$ cat src/rtl/extcsd_sw_pkg.sv
package extcsd_sw_pkg;

  localparam int WR_COUNT = 3;
  localparam int SLOT_W   = 2;
  localparam int SLOT_BW  = 1;

  localparam logic [7:0] IDX_CARD_TYPE = 8'd196;

  typedef enum logic [1:0] {
    MODE_CMDSET  = 2'd0,
    MODE_SETBITS = 2'd1,
    MODE_CLRBITS = 2'd2,
    MODE_WRITE   = 2'd3
  } accessMode_e;

  // Strobes from control to datapath
  typedef struct packed {
    logic              wrEn;
    logic [SLOT_W-1:0] slot;
    logic [7:0]        wrData;
  } dpCtrl_t;

  // Register index of each writable storage slot
  function automatic logic [7:0] slotIndex(input int s);
    case (s)
      0:       slotIndex = 8'd175;
      1:       slotIndex = 8'd183;
      default: slotIndex = 8'd185;
    endcase
  endfunction

  function automatic logic legalBusWidth(input logic [7:0] v);
    legalBusWidth = (v == 8'd0) || (v == 8'd1) || (v == 8'd2) ||
                    (v == 8'd5) || (v == 8'd6);
  endfunction

endpackage

$ cat src/rtl/extcsd_sw_data.sv
module extcsd_sw_data
  import extcsd_sw_pkg::*;
#(
  parameter logic [7:0] ERASE_GRP_INIT = 8'h00,
  parameter logic [7:0] BUS_WIDTH_INIT = 8'h00,
  parameter logic [7:0] HS_TIMING_INIT = 8'h00,
  parameter logic [7:0] CARD_TYPE_INIT = 8'h03
) (
  input  logic              clk,
  input  logic              rstN,
  input  dpCtrl_t           ctl,
  input  logic [SLOT_W-1:0] targetSlot,
  output logic [7:0]        curByte,
  input  logic [8:0]        rdIndex,
  output logic [7:0]        rdData
);

  logic [WR_COUNT-1:0][7:0] wrBytes;

  function automatic logic [7:0] initFor(input int s);
    case (s)
      0:       initFor = ERASE_GRP_INIT;
      1:       initFor = BUS_WIDTH_INIT;
      default: initFor = HS_TIMING_INIT;
    endcase
  endfunction

  for (genvar g = 0; g < WR_COUNT; g++) begin : gSlot
    logic [7:0] q;
    always_ff @(posedge clk) begin
      if (!rstN)
        q <= initFor(g);
      else if (ctl.wrEn && (ctl.slot == SLOT_W'(g)))
        q <= ctl.wrData;
    end
    assign wrBytes[g] = q;
  end

  always_comb begin
    curByte = 8'h00;
    for (int s = 0; s < WR_COUNT; s++)
      if (targetSlot == SLOT_W'(s)) curByte = wrBytes[s];
  end

  always_comb begin
    rdData = 8'h00;
    if (rdIndex == {1'b0, IDX_CARD_TYPE}) rdData = CARD_TYPE_INIT;
    for (int s = 0; s < WR_COUNT; s++)
      if (rdIndex == {1'b0, slotIndex(s)}) rdData = wrBytes[s];
  end

endmodule

$ cat src/rtl/extcsd_sw_ctl.sv
module extcsd_sw_ctl
  import extcsd_sw_pkg::*;
#(
  parameter int BUSY_CYCLES = 8
) (
  input  logic              clk,
  input  logic              rstN,
  input  logic              argValid,
  input  logic [31:0]       argWord,
  input  logic [7:0]        curByte,
  output logic [SLOT_W-1:0] targetSlot,
  output dpCtrl_t           ctl,
  output logic              done,
  output logic              switchError,
  output logic              busy,
  output logic [2:0]        cmdSet
);

  localparam int CNT_W = $clog2(BUSY_CYCLES + 1);

  logic [CNT_W-1:0] busyCnt;
  accessMode_e      mode;
  logic [7:0]       tgtIdx, valByte, newByte;
  logic [2:0]       csField;
  logic             rsvdBad, slotHit, csOk, argOk, take;

  assign mode    = accessMode_e'(argWord[25:24]);
  assign tgtIdx  = argWord[23:16];
  assign valByte = argWord[15:8];
  assign csField = argWord[2:0];
  assign rsvdBad = (|argWord[31:26]) || (|argWord[7:3]);
  assign csOk    = (csField == 3'b001) || (csField == 3'b010) || (csField == 3'b100);

  always_comb begin
    slotHit    = 1'b0;
    targetSlot = '0;
    for (int s = 0; s < WR_COUNT; s++)
      if (tgtIdx == slotIndex(s)) begin
        slotHit    = 1'b1;
        targetSlot = SLOT_W'(s);
      end
  end

  always_comb begin
    case (mode)
      MODE_SETBITS: newByte = curByte | valByte;
      MODE_CLRBITS: newByte = curByte & ~valByte;
      MODE_WRITE:   newByte = valByte;
      default:      newByte = curByte;
    endcase
  end

  always_comb begin
    if (rsvdBad)
      argOk = 1'b0;
    else if (mode == MODE_CMDSET)
      argOk = csOk;
    else
      argOk = slotHit &&
              !((targetSlot == SLOT_W'(SLOT_BW)) && !legalBusWidth(newByte));
  end

  assign take = argValid && (busyCnt == '0);
  assign busy = (busyCnt != '0);

  always_comb begin
    ctl.wrEn   = take && argOk && (mode != MODE_CMDSET);
    ctl.slot   = targetSlot;
    ctl.wrData = newByte;
  end

  always_ff @(posedge clk) begin
    if (!rstN) begin
      busyCnt     <= '0;
      done        <= 1'b0;
      switchError <= 1'b0;
      cmdSet      <= 3'b001;
    end else begin
      done <= take;
      if (take) begin
        switchError <= !argOk;
        if (argOk) begin
          busyCnt <= CNT_W'(BUSY_CYCLES);
          if (mode == MODE_CMDSET) cmdSet <= csField;
        end
      end else if (busyCnt != '0) begin
        busyCnt <= busyCnt - 1'b1;
      end
    end
  end

endmodule

$ cat src/rtl/extcsd_switch.sv
module extcsd_switch
  import extcsd_sw_pkg::*;
#(
  parameter int         BUSY_CYCLES    = 8,
  parameter logic [7:0] ERASE_GRP_INIT = 8'h00,
  parameter logic [7:0] BUS_WIDTH_INIT = 8'h00,
  parameter logic [7:0] HS_TIMING_INIT = 8'h00,
  parameter logic [7:0] CARD_TYPE_INIT = 8'h03
) (
  input  logic        clk,
  input  logic        rstN,
  input  logic        argValid,
  input  logic [31:0] argWord,
  input  logic [8:0]  rdIndex,
  output logic [7:0]  rdData,
  output logic        done,
  output logic        switchError,
  output logic        busy,
  output logic [2:0]  cmdSet
);

  dpCtrl_t           ctl;
  logic [SLOT_W-1:0] targetSlot;
  logic [7:0]        curByte;

  extcsd_sw_ctl #(.BUSY_CYCLES(BUSY_CYCLES)) u_ctl (
    .clk(clk), .rstN(rstN), .argValid(argValid), .argWord(argWord),
    .curByte(curByte), .targetSlot(targetSlot), .ctl(ctl),
    .done(done), .switchError(switchError), .busy(busy), .cmdSet(cmdSet)
  );

  extcsd_sw_data #(
    .ERASE_GRP_INIT(ERASE_GRP_INIT), .BUS_WIDTH_INIT(BUS_WIDTH_INIT),
    .HS_TIMING_INIT(HS_TIMING_INIT), .CARD_TYPE_INIT(CARD_TYPE_INIT)
  ) u_data (
    .clk(clk), .rstN(rstN), .ctl(ctl), .targetSlot(targetSlot),
    .curByte(curByte), .rdIndex(rdIndex), .rdData(rdData)
  );

endmodule

$ cat config.mk
export PLATFORM = sky130hd
export DESIGN_NAME = extcsd_switch
export DESIGN_NICKNAME = d
export VERILOG_FILES = /design/src/rtl/extcsd_sw_pkg.sv /design/src/rtl/extcsd_sw_data.sv /design/src/rtl/extcsd_sw_ctl.sv /design/src/rtl/extcsd_switch.sv
export SDC_FILE = /design/constraint.sdc
export NUM_CORES = 1
export LEC_CHECK = 0
export BUFFER_PORTS_ARGS = -buffer_cell sky130_fd_sc_hd__buf_2
export CAP_MARGIN = 20
export CORE_UTILIZATION = 30
export CTS_CLUSTER_SIZE = 25
export DETAILED_ROUTE_END_ITERATION = 7
export PLACE_DENSITY = 0.65
export REMOVE_ABC_BUFFERS = 1
export SKIP_LAST_GASP = 1
export SLEW_MARGIN = 20
export SYNTH_ARGS = -nofsm -noshare
export SYNTH_HDL_FRONTEND = slang
export SYNTH_SLANG_ARGS = --single-unit
export TNS_END_PERCENT = 20
$ cat constraint.sdc
create_clock -name clk -period 2.2 [get_ports clk]
set_clock_uncertainty 0.05 [all_clocks]
set_input_delay 0.33 -clock clk [delete_from_list [all_inputs] [get_ports clk]]
set_output_delay 0.33 -clock clk [all_outputs]
set_load 0.1 [all_outputs]
==> metrics.txt <==
R2R cell count 9; max_cap viols 0; initial antenna violation count 0; HPWL Detailed ~4.7 mm; Slew HR roughly 58%; die width 84.76 um; fraction of layout cells with a size suffix above 1 a little over two fifths; Synth cell types between 50 and 60; Die ar. 7183 sq um; Final Hold Vio Count 0; CP Class in2out; WHS 0.2306 ns; first-pass iteration count of the detailed router 8; CP Launch Point rdIndex[4]; WL final roughly 6.2 mm; VDD IR-drop max 958.6 uV; I/O pins 58; Final TNS setup -0.5823 ns; worst hold stages 3; Primary FF master, synth dfxtp_1; vias per cell roughly 5.5; Reg-to-Reg End u_data.gSlot[2].q[2]$_SDFFE_PN0P_; Root Driver clkbuf_8; synthesized area around 2100 sq um; chip height approximately 85 um; number of DRC markers in iteration 0 166; min-delay src argWord[0]; Core Region around 6500 sq um; launch point of the worst reg-to-reg path u_ctl.busyCnt[0]$_SDFFE_PN0P_; Compound-Gate Fraction of Synth Area a little under a quarter; Final GP Congestion 0.8327; dominant cell type by area after synthesis dfxtp_1; status complete, but fails checks; Worst-Margin Slew about 0.63 ns; Power Density about 620 nW/um^2; top cells by count, synth dfxtp_1, nor2_1, nand2_1, mux2i_1, o21ai_0; worst setup margin -0.1089 ns; Post-Synth XOR/XNOR Area around 1.3%; endpoints failing setup 8; residual DRC count 2; Crit. End Element output pin; antenna fix cells 0; synth top area cells dfxtp_1, mux2i_1, nor2_1; sequential area share after synthesis between 30% and 40%; HP Class in2reg; Seq cells post-synth 33; Achievable Freq 433.1 MHz; failing checks design-rule violations, negative setup slack; count leader, synth dfxtp_1; Critical Path RT 1.82 ns; WHS Endpoint u_ctl.cmdSet[0]$_SDFFE_PN1P_; clock sink total 33; row count 29; htree depth 2; total gr overflow 0; top cell type's share of synthesized area ~32%; crit path DAT just under 2 ns; global-route wire length before repair between 10 and 15 mm; Tot GR Track Use between 10% and 20%; Post-Synth Adder-Cell Area under 10%; Area after DPL between 2000 and 3000 sq um; synthesized-area fraction occupied by and/or/nand/nor cells around 29%; LEAKAGE ~1.4 nW; Post-synth EDFFs 0; total of warnings raised by yosys 0; finished layout cell area roughly 3100 sq um; mux share of post-synthesis cell area under 10%; Routed wire per std cell between 10 and 15 um; final core occ a little under half; period utilization 104.9%; number of global-route vias before repair roughly 2,200; Syn Area/Cell around 8.6 sq um; Max Slew Vio Count 0; unrepaired setup endpoints after global routing true; Async SR Flop Fraction 0%; largest net degree at the start of global routing 21; ANT nets after route 0; clock tree buffer depth 2; Vias 2,274; CP startpoint kind primary input; clock transition at the registers of the reported paths approximately 0.070 ns; CTS tree done; Syn Inst Count between 200 and 250; initial core utilization a little under a third; CTS Buf Count 5; Layout area overhead 50.06%; Worst-Skew Late Latency just under 0.3 ns; Nets roughly 380; I/O Buffers between 50 and 60; main combinational cell family by area after synthesis simple AND/OR/NAND/NOR gates; min Tclk post-route ~2.3 ns; reg2reg setup slack 0.13 ns; CP max FO 4
==> cell type report <==
cell class	instances	area, sq um
tap	77	96.34
clock inverter	2	37.54
timing repair buffer	106	815.8
multi-input combinational	181	1350
sequential	33	663.1
clock buffer	6	82.58
inverter	10	37.54
fill	642	3412
==> worst max path at each step <==
stage,end,slack (ns),depth (start not counted)
finish,rdData[6],-0.11,8
global route,rdData[0],-0.20,10
CTS,rdData[1],-0.11,10
detailed placement,rdData[1],-0.35,10
global placement,rdData[0],-0.33,10
floorplan,rdData[0],-1.92,4
==> kinds of logic after synthesis <==
kind of cell	after synthesis
compound gates	59
xor+xnor	3
fa+ha+maj	2
buf+inv	24
flops	33
mux	19
simple gates	98
==> report_power, final <==
part           internal (mW)  total, mW  switching [mW]
combinational          0.219      0.636           0.417
clock                  0.368      0.603           0.235
sequential             0.648      0.685          0.0374
==> routing by layer <==
metal | vias up | global-route usage, % | part of all wire (%)
met5 | - | 0 | 0
met4 | 0 | 7.242 | 2.2
met3 | 15 | 3.048 | 4.3
met2 | 68 | 30.23 | 49
met1 | 1082 | 22.06 | 44
li1 | 1109 | - | -
==> worst max-delay path, stage by stage <==
cell and delay (ns):
buf_2 0.10, or3b_2 0.51, nor4_1 0.26, buf_4 0.20, buf_12 0.11, a222oi_1 0.11
inv_1 0.12, buf_12 0.18
==> layout by cell type, fill, tap and decap left out, types with 6 or more instances in the layout <==
cell type	n
dfxtp_1	31
o21ai_0	13
buf_12	10
and4b_1	6
clkbuf_8	6
buf_4	44
inv_1	8
mux2i_1	19
a222oi_1	6
nand2_1	21
nor2_1	24
buf_2	48
==> per-stage QoR <==
stage          setup slack [ns]  std cells  total power [mW]
2_1_floorplan            -1.924        224             1.110
3_3_place_gp            -0.3312        405             1.283
3_5_place_dp            -0.3459        405             1.299
4_1_cts                 -0.1096        414             1.907
5_1_grt                 -0.1974        415             2.018
6_report                -0.1089        415             1.925
==> flip-flops by register name (all words and copies together) (netlist names) <==
signal and flops:
u_data.gSlot.q 24, u_ctl.done 1, u_ctl.cmdSet 3, u_ctl.switchError 1, u_ctl.busyCnt 4
==> what timing repair did <==
item / in CTS / in global routing
resized for setup: 10 / 9
cloned: 0 / 0
setup endpoints to repair: 8 / 30
hold buffers: 0 / 0
pin swaps: 4 / 8
setup buffers: 1 / 1
(Power assumes the default switching activity.)
